`config.mk`:
```
export PLATFORM = sky130hd
export DESIGN_NAME = snoop_cfg_regs
export DESIGN_NICKNAME = d
export VERILOG_FILES = /design/src/rtl/snoop_cfg_pkg.sv /design/src/rtl/snoop_cfg_ctl.sv /design/src/rtl/snoop_cfg_dp.sv /design/src/rtl/snoop_cfg_regs.sv
export SDC_FILE = /design/constraint.sdc
export NUM_CORES = 1
export LEC_CHECK = 0
export BUFFER_PORTS_ARGS = -buffer_cell sky130_fd_sc_hd__clkbuf_2
export CAP_MARGIN = 20
export CORE_ASPECT_RATIO = 0.75
export CORE_MARGIN = 10
export CORE_UTILIZATION = 57
export DETAILED_ROUTE_END_ITERATION = 16
export GPL_ROUTABILITY_DRIVEN = 0
export GPL_TIMING_DRIVEN = 0
export PLACE_DENSITY = 0.8
export SLEW_MARGIN = 20
export SYNTH_ARGS = -nofsm -noshare
export SYNTH_HDL_FRONTEND = slang
export SYNTH_SLANG_ARGS = --single-unit
```
`constraint.sdc`:
```
create_clock -name clk -period 2.15 [get_ports clk]
set_clock_uncertainty 0.15 [all_clocks]
set_input_delay 0.215 -clock clk [delete_from_list [all_inputs] [get_ports clk]]
set_output_delay 0.215 -clock clk [all_outputs]
set_load 0.02 [all_outputs]
```
`src/rtl/snoop_cfg_pkg.sv`:
```
package snoop_cfg_pkg;
  localparam int DATA_W = 32;
  localparam int OFFS_W = 8;
  localparam int SIZE_W = 3;
  localparam int LANES  = DATA_W / 8;
  localparam int LANE_W = $clog2(LANES);

  localparam logic [OFFS_W-1:0] OFF_CTRL = 8'h00;
  localparam logic [OFFS_W-1:0] OFF_CFG  = 8'h04;
  localparam logic [OFFS_W-1:0] OFF_PWR  = 8'h08;

  typedef enum logic [1:0] {
    RD_ZERO = 2'd0,
    RD_CTRL = 2'd1,
    RD_CFG  = 2'd2,
    RD_PWR  = 2'd3
  } rdSel_e;

  typedef struct packed {
    logic              ctrlWe;
    logic              pwrWe;
    logic [LANES-1:0]  byteEn;
    logic [LANE_W-1:0] lane;
    logic              rdEn;
    rdSel_e            rdSel;
  } strobes_t;
endpackage

```
`src/rtl/snoop_cfg_ctl.sv`:
```
module snoop_cfg_ctl
  import snoop_cfg_pkg::*;
(
  input  logic              reqValid,
  input  logic              reqWrite,
  input  logic [OFFS_W-1:0] reqOffset,
  input  logic [SIZE_W-1:0] reqSize,
  output strobes_t          stb
);
  logic             sizeOk;
  logic [LANES-1:0] sizeEn;
  logic             isPwr;
  logic             wrOk;

  always_comb begin
    sizeOk = 1'b1;
    unique case (reqSize)
      3'd1:    sizeEn = 4'b0001;
      3'd2:    sizeEn = 4'b0011;
      3'd4:    sizeEn = 4'b1111;
      default: begin
        sizeEn = '0;
        sizeOk = 1'b0;
      end
    endcase
  end

  assign isPwr = (reqOffset[OFFS_W-1:LANE_W] == OFF_PWR[OFFS_W-1:LANE_W]);
  assign wrOk  = reqValid && reqWrite && sizeOk;

  always_comb begin
    stb.ctrlWe = wrOk && (reqOffset == OFF_CTRL);
    stb.pwrWe  = wrOk && isPwr;
    stb.lane   = reqOffset[LANE_W-1:0];
    // lanes shifted beyond the top of the word fall off the 4-bit vector
    stb.byteEn = sizeEn << reqOffset[LANE_W-1:0];
    stb.rdEn   = reqValid && !reqWrite;
    if (reqOffset == OFF_CTRL)     stb.rdSel = RD_CTRL;
    else if (reqOffset == OFF_CFG) stb.rdSel = RD_CFG;
    else if (isPwr)                stb.rdSel = RD_PWR;
    else                           stb.rdSel = RD_ZERO;
  end
endmodule

```
`src/rtl/snoop_cfg_dp.sv`:
```
module snoop_cfg_dp
  import snoop_cfg_pkg::*;
#(
  parameter int NUM_CORES = 4
) (
  input  logic              clk,
  input  logic              rstN,
  input  strobes_t          stb,
  input  logic [DATA_W-1:0] reqWdata,
  output logic              rspValid,
  output logic [DATA_W-1:0] rspRdata,
  output logic              ctrlVal,
  output logic [DATA_W-1:0] powerVal
);
  localparam int MAX_CORES = 4;
  localparam logic [1:0] CORE_ID_MAX = 2'(NUM_CORES - 1);

  logic              ctrlQ;
  logic [7:0]        powerB [LANES];
  logic [DATA_W-1:0] powerQ;
  logic [DATA_W-1:0] alignedData;
  logic [DATA_W-1:0] cfgWord;
  logic [DATA_W-1:0] rdData;

  assign alignedData = reqWdata << {stb.lane, 3'b000};

  always_ff @(posedge clk or negedge rstN) begin
    if (!rstN)           ctrlQ <= 1'b0;
    else if (stb.ctrlWe) ctrlQ <= reqWdata[0];
  end

  for (genvar b = 0; b < LANES; b++) begin : g_lane
    always_ff @(posedge clk or negedge rstN) begin
      if (!rstN)                           powerB[b] <= '0;
      else if (stb.pwrWe && stb.byteEn[b]) powerB[b] <= alignedData[8*b +: 8];
    end
    assign powerQ[8*b +: 8] = powerB[b];
  end

  for (genvar c = 0; c < MAX_CORES; c++) begin : g_present
    assign cfgWord[4+c] = (c < NUM_CORES);
  end
  assign cfgWord[1:0]        = CORE_ID_MAX;
  assign cfgWord[3:2]        = 2'b00;
  assign cfgWord[DATA_W-1:8] = '0;

  always_comb begin
    unique case (stb.rdSel)
      RD_CTRL: rdData = {{(DATA_W-1){1'b0}}, ctrlQ};
      RD_CFG:  rdData = cfgWord;
      RD_PWR:  rdData = powerQ >> {stb.lane, 3'b000};
      default: rdData = '0;
    endcase
  end

  always_ff @(posedge clk or negedge rstN) begin
    if (!rstN) begin
      rspValid <= 1'b0;
      rspRdata <= '0;
    end else begin
      rspValid <= stb.rdEn;
      if (stb.rdEn) rspRdata <= rdData;
    end
  end

  assign ctrlVal  = ctrlQ;
  assign powerVal = powerQ;
endmodule

```
`src/rtl/snoop_cfg_regs.sv`:
```
module snoop_cfg_regs
  import snoop_cfg_pkg::*;
#(
  parameter int NUM_CORES = 4
) (
  input  logic        clk,
  input  logic        rstN,
  input  logic        reqValid,
  input  logic        reqWrite,
  input  logic [7:0]  reqOffset,
  input  logic [2:0]  reqSize,
  input  logic [31:0] reqWdata,
  output logic        rspValid,
  output logic [31:0] rspRdata
);
  strobes_t    stb;
  logic        ctrlVal;
  logic [31:0] powerVal;

  snoop_cfg_ctl u_ctl (
    .reqValid (reqValid),
    .reqWrite (reqWrite),
    .reqOffset(reqOffset),
    .reqSize  (reqSize),
    .stb      (stb)
  );

  snoop_cfg_dp #(.NUM_CORES(NUM_CORES)) u_dp (
    .clk     (clk),
    .rstN    (rstN),
    .stb     (stb),
    .reqWdata(reqWdata),
    .rspValid(rspValid),
    .rspRdata(rspRdata),
    .ctrlVal (ctrlVal),
    .powerVal(powerVal)
  );
endmodule

```
[Yosys cells after proc, flatten, opt, wreduce, memory -nomap -nowiden]
Index checks and enable logic that the tools add are counted.
Storage, ports and cells
  memories: 0
  memory bits (writable): 0
  word-level logic and storage cells: 36
  bits in latches: 0
  output and inout port bits: 33
  memory bits (read-only): 0
  bits in registers: 66
  bits of input ports: 47
Cells by class
  $mul: 0
  shift-type cells: 3
  order comparisons: 0
  div/mod/pow operators: 0
  mux-type cells: 6
  bitwise gates (word level): 0
  add/subtract/negate cells: 0
  reduce and logical (&&, ||, !) cells: 12
  eq/ne operators: 8
Operator list (count)
  $pmux 32 s3: 1
  $shl 32x5->32: 1
  $shr 32x5->32: 1
  $pmux 4 s3: 1
  $logic_and 1x1->1: 9
  $eq 8x3->1 const B: 1
  $logic_not 8->1: 1
  $eq 6x2->1 const B: 1
  $mux 2: 3
  $eq 2x2->1 const B: 2
  $shl 4x2->4: 1
  $eq 3x1->1 const B: 1
  $eq 3x2->1 const B: 1
  $eq 3x3->1 const B: 1
  $reduce_or 3->1: 1
  $eq 2x1->1 const B: 1
  $logic_not 1->1: 1
  $mux 1: 1

[Longest topological paths before layout]
  word-level depth: 6
  depth in mapped cells: 7
  mapped depth without buffers: 4

[Cells and area by module]
A second synthesis with hierarchy kept.
Second synthesis, totals
  cells, all modules: 299
  area, all modules: 3492.1 µm²
Modules (own cells, without submodules)
  snoop_cfg_dp: cells each 263, sequential area each 1651.6 µm², instances 1, area an instance 3254.4 µm²
  snoop_cfg_ctl: cells each 36, sequential area each 0.0 µm², instances 1, area an instance 237.7 µm²

[Worst setup path after synthesis]
OpenSTA, ideal clock, no wires.
  path type: in2reg
  start: input reqSize[1]
  end: register u_dp.powerB, in the netlist u_dp.powerVal[16]
  cell stages on the path: 5
  path slack: 177 ps
  arrival: 1699 ps
  setup time: 125 ps
  path buffers: 1
  data required time: 1875 ps
  cells stage by stage: buf_2 > or3b_4 > a2bb2oi_2 > a211oi_4 > mux2_2
Between the ends
  longest elaborated chain between the ends: 6
  elaborated cells between the ends (all ways): 10
  classes of those cells: eq/ne (3); shift (1); mux (2); reduce/logical (4)
RTL lines
  from (decl): RTL line snoop_cfg_regs.sv:11  | input logic [2:0] reqSize,
  branches (longest 5 deep; another with $pmux 4 s3)
  $logic_and 1x1->1 (*): RTL line snoop_cfg_dp.sv:35  | else if (stb.pwrWe && stb.byteEn[b]) powerB[b] <= alignedData[8*b +: 8];
  to (signal, indexed assignment): RTL line snoop_cfg_dp.sv:35
  to (decl): RTL line snoop_cfg_dp.sv:19  | logic [7:0] powerB [LANES];
Every way passes the cells marked *.
A chain may end at the register's enable or synchronous reset.

[Worst setup path after layout]
  start: input reqOffset[7]
  end: register u_dp.rspRdata[21]
Between the ends
  longest elaborated chain between the ends: 6
  elaborated cells between the ends (all ways): 10
  classes of those cells: eq/ne (5); mux (4); reduce/logical (1)
RTL lines
  from (decl): RTL line snoop_cfg_regs.sv:10  | input logic [7:0] reqOffset,
  $eq 6x2->1: RTL line snoop_cfg_ctl.sv:28  | assign isPwr = (reqOffset[OFFS_W-1:LANE_W] == OFF_PWR[OFFS_W-1:LANE_W]);
  $mux 2: RTL line snoop_cfg_ctl.sv:40  | else if (isPwr) stb.rdSel = RD_PWR;
  $mux 2: RTL line snoop_cfg_ctl.sv:39  | else if (reqOffset == OFF_CFG) stb.rdSel = RD_CFG;
  $mux 2 (*): RTL line snoop_cfg_ctl.sv:38  | if (reqOffset == OFF_CTRL) stb.rdSel = RD_CTRL;
  $eq 2x2->1 / $eq 2x1->1 (equally long branches): RTL line snoop_cfg_dp.sv:48  | unique case (stb.rdSel)
  $pmux 32 s3 (*): RTL line snoop_cfg_dp.sv:48
  to (signal assigned): RTL line snoop_cfg_dp.sv:62  | if (stb.rdEn) rspRdata <= rdData;
  to (decl): RTL line snoop_cfg_dp.sv:11  | output logic [DATA_W-1:0] rspRdata,
Mark *: on every way between the ends. The rest lies on a longest branch, timed or not.

==> results.md <==
* Post-route minimum period at between 1.5 and 2 ns
* # setup viols final at 0
* CTS root buf: clkbuf_8
* Hold WC Path Type: in2reg
* # rows at 24
* Clock Latency Late Sink at 0.35 ns
* Clock sink count at 66
* Final Max Slew Viols at 0
* PortBufs at 78
* Max-cap viol count at 0
* Synth cell types at 39
* All-Layer GR Usage at 0.2066
* Starting Density at 0.6020
* Largest family of logic cells by synthesized area: multiplexers
* Final hold violation count at 0
* Max Freq at 506.1 MHz
* Most frequent cells in the layout: clkbuf_2, dfrtp_1, mux2_2
* Vias at 2946
* Crit. End Element: flip-flop
* Leak at about 0.0022 uW
* Multiplexer area fraction after synthesis at 0.2661
* ANT nets after route at 0
* WP data required at 2.28 ns
* Sw Share at 0.2425
* 1st-iter DRT viols at 247
* Avg Cell Area, Syn at ~12 sq um
* Clk pwr share at 0.418
* DP Area at approximately 4000 sq um
* CTS tree: done
* Seq pwr share at 0.458
* Yosys warns at 0
* Chip height at approximately 90 um
* First-pass GRT wire length at 16190 um
* Pint at 2112 uW
* Commonest non-fill, non-tap cell in the layout: clkbuf_2
* WL final at 10120 um
* Comb power frac at 0.124
* Vias per inst at 6.037
* Final Core Density at 0.7370
* #FFs+latches synth at 66
* I/O pin count at 80
* VDD IR max at roughly 0.36 mV
* Antenna diodes at 0
* Synth Cell Area at 3597 sq um
* Synth Area in Simple Gates at 0.08765
* Vias in the first global route at 3068
* Mapped Cells at 309
* Die area at 9922 sq um
* Worst setup path category: in2reg
* Area leader, netlist: dfrtp_1
* Final instance area at 4404 sq um
* TritonRoute pass-1 iters at 4
* Post-cts gate resize count at 0
* P per Cell Area at 633.1 nW/um^2
* Pin count of the biggest net entering global routing at 55
* HPWL after detailed placement at 7315 um
* Clock Path Buffers at 2
* Slew headroom at 0.3488
* RSZ-0062 raised after global routing: false
* Flop-to-flop setup slack at 0.72 ns
* Net count of the finished layout at about 450
* Post-synth top area share at 0.4591
* GRT Residual Overflow at 0
* Number of CTS-inserted buffers at 9
* Core Box Area at 5976 sq um
* Crit share post-route at 0.9190
* Initial antenna violation count at 0
* Adder-Cell Fraction of Synth Area at 0
* Worst slew pin tran at 0.9694 ns
* DR DRC count at 0
* Post-synthesis compound-gate area fraction at 0.1523
* Synth top area cells: dfrtp_1, mux2_2, mux2i_1
* Worst Path Max Fanout at 10
* Status: complete, no violations
* Htree depth at 3
* Routed len/inst at 20.74 um
* CP Launch Type: input port
* Syn nets at 356
* Synth Area in XOR/XNOR at 0.004870
* Fraction of layout cells with a size suffix above 1 at 0.4073
* Seq/Total Area, Yosys at 0.4591
* Sw Pwr at roughly 680 uW
* Area grow syn2layout at 22.43%
* Chip width at 111.7 um
* Arr. time, crit path at 2.11 ns
* Clock Pin Slew Worst Setup and Hold Paths at 0.07 ns
per-layer routing:
| layer | vias to the layer above | track usage | wire length, um | part of all wire |
|---|---|---|---|---|
| met3 | 13 | 0.05206 | 877 | 0.087 |
| li1 | 1333 | - | - | - |
| met5 | - | 0 | 0 | 0 |
| met1 | 1474 | 0.2574 | 4131 | 0.41 |
| met4 | 0 | 0.07101 | 116 | 0.011 |
| met2 | 126 | 0.3458 | 4995 | 0.49 |
timing repair:
| item | 4_1_cts | 5_1_grt |
|---|---|---|
| hold buffers | 7 | 0 |
| buffers inserted | 0 | 0 |
| endpoints found under the setup margin | 0 | 0 |
| endpoints found under the hold margin | 72 | 0 |
state kept, by name (all words and copies together) (netlist names):
signal         cells
u_dp.powerVal     32
u_dp.rspRdata     32
u_dp.ctrlVal       1
u_dp.rspValid      1
cell usage after synthesis:
master	count
nor4_4	3
nor3_1	2
nand3b_1	2
or2b_1	1
buf_1	1
o32ai_1	1
nor2b_1	1
nand3_4	1
and4_1	1
xor2_1	2
nor2_1	12
a21o_2	1
nand2b_1	2
mux2_4	8
inv_2	2
or3b_4	1
o211ai_1	1
o31ai_1	10
clkbuf_1	10
a2bb2oi_2	1
buf_2	8
o21ai_0	22
o21a_1	5
nand2_1	28
nand3_1	1
o41ai_1	1
mux2i_1	33
buf_4	2
a21oi_1	11
nor3b_1	1
a31oi_1	1
inv_1	1
a211oi_4	2
a211o_1	2
mux2_2	45
a22o_1	15
o2111ai_2	1
dfrtp_1	66
a2111o_1	1
metrics by stage:
step | cells | hold WS (ns) | power [uW] | worst slack [ns] | setup TNS [ns]
2_1_floorplan | 309 | -0.2306 | 1479 | 0.1768 | 0
3_3_place_gp | 465 | 0.3175 | 1616 | -0.1173 | -1.774
3_5_place_dp | 466 | -0.04604 | 1633 | -0.1358 | -2.442
4_1_cts | 488 | 0.0001429 | 2802 | 0.2265 | 0
5_1_grt | 488 | 0.02676 | 2887 | 0.05507 | 0
6_report | 488 | 0.007151 | 2788 | 0.1742 | 0
cell type report:
cell class,count,area (sq um)
buffer,21,96.34
tap,78,97.59
multi-input combinational,219,1838
clock inverter,2,60.06
fill,451,1572
inverter,3,11.26
clock buffer,13,158.9
timing repair buffer,86,490.5
sequential,66,1652
power by group through the flow:
stage	combinational, uW	clock [uW]	sequential, uW
finish	346	1170	1280
global route	375	1230	1280
CTS	345	1180	1280
detailed placement	333	0	1300
global placement	317	0	1300
floorplan	164	0	1320
worst paths after layout:
check,end,cells after the start,startpoint
max,u_dp.rspRdata[21]$_DFFE_PN0P_,6,reqOffset[7]
min,u_dp.powerVal[0]$_DFFE_PN0P_,2,reqWdata[0]
max reg2reg,u_dp.rspRdata[4]$_DFFE_PN0P_,4,u_dp.powerVal[28]$_DFFE_PN0P_
min reg2reg,u_dp.rspRdata[10]$_DFFE_PN0P_,2,u_dp.rspRdata[10]$_DFFE_PN0P_
max in group asynchronous,u_dp.powerVal[31]$_DFFE_PN0P_,3,rstN
min in group asynchronous,u_dp.rspRdata[20]$_DFFE_PN0P_,2,rstN
kinds of logic after synthesis:
| logic type | count (synthesis) |
|---|---|
| xor+xnor | 2 |
| flops | 66 |
| mux | 86 |
| buf+inv | 24 |
| compound gates | 75 |
| simple gates | 56 |
critical path, cell delays in order:
cell and delay, ns:
clkbuf_2 0.10, nor4_4 0.42, nand3_4 0.16, buf_4 0.22, nor3_1 0.75, a22o_1 0.25
Power figures use the tool's default switching activity.
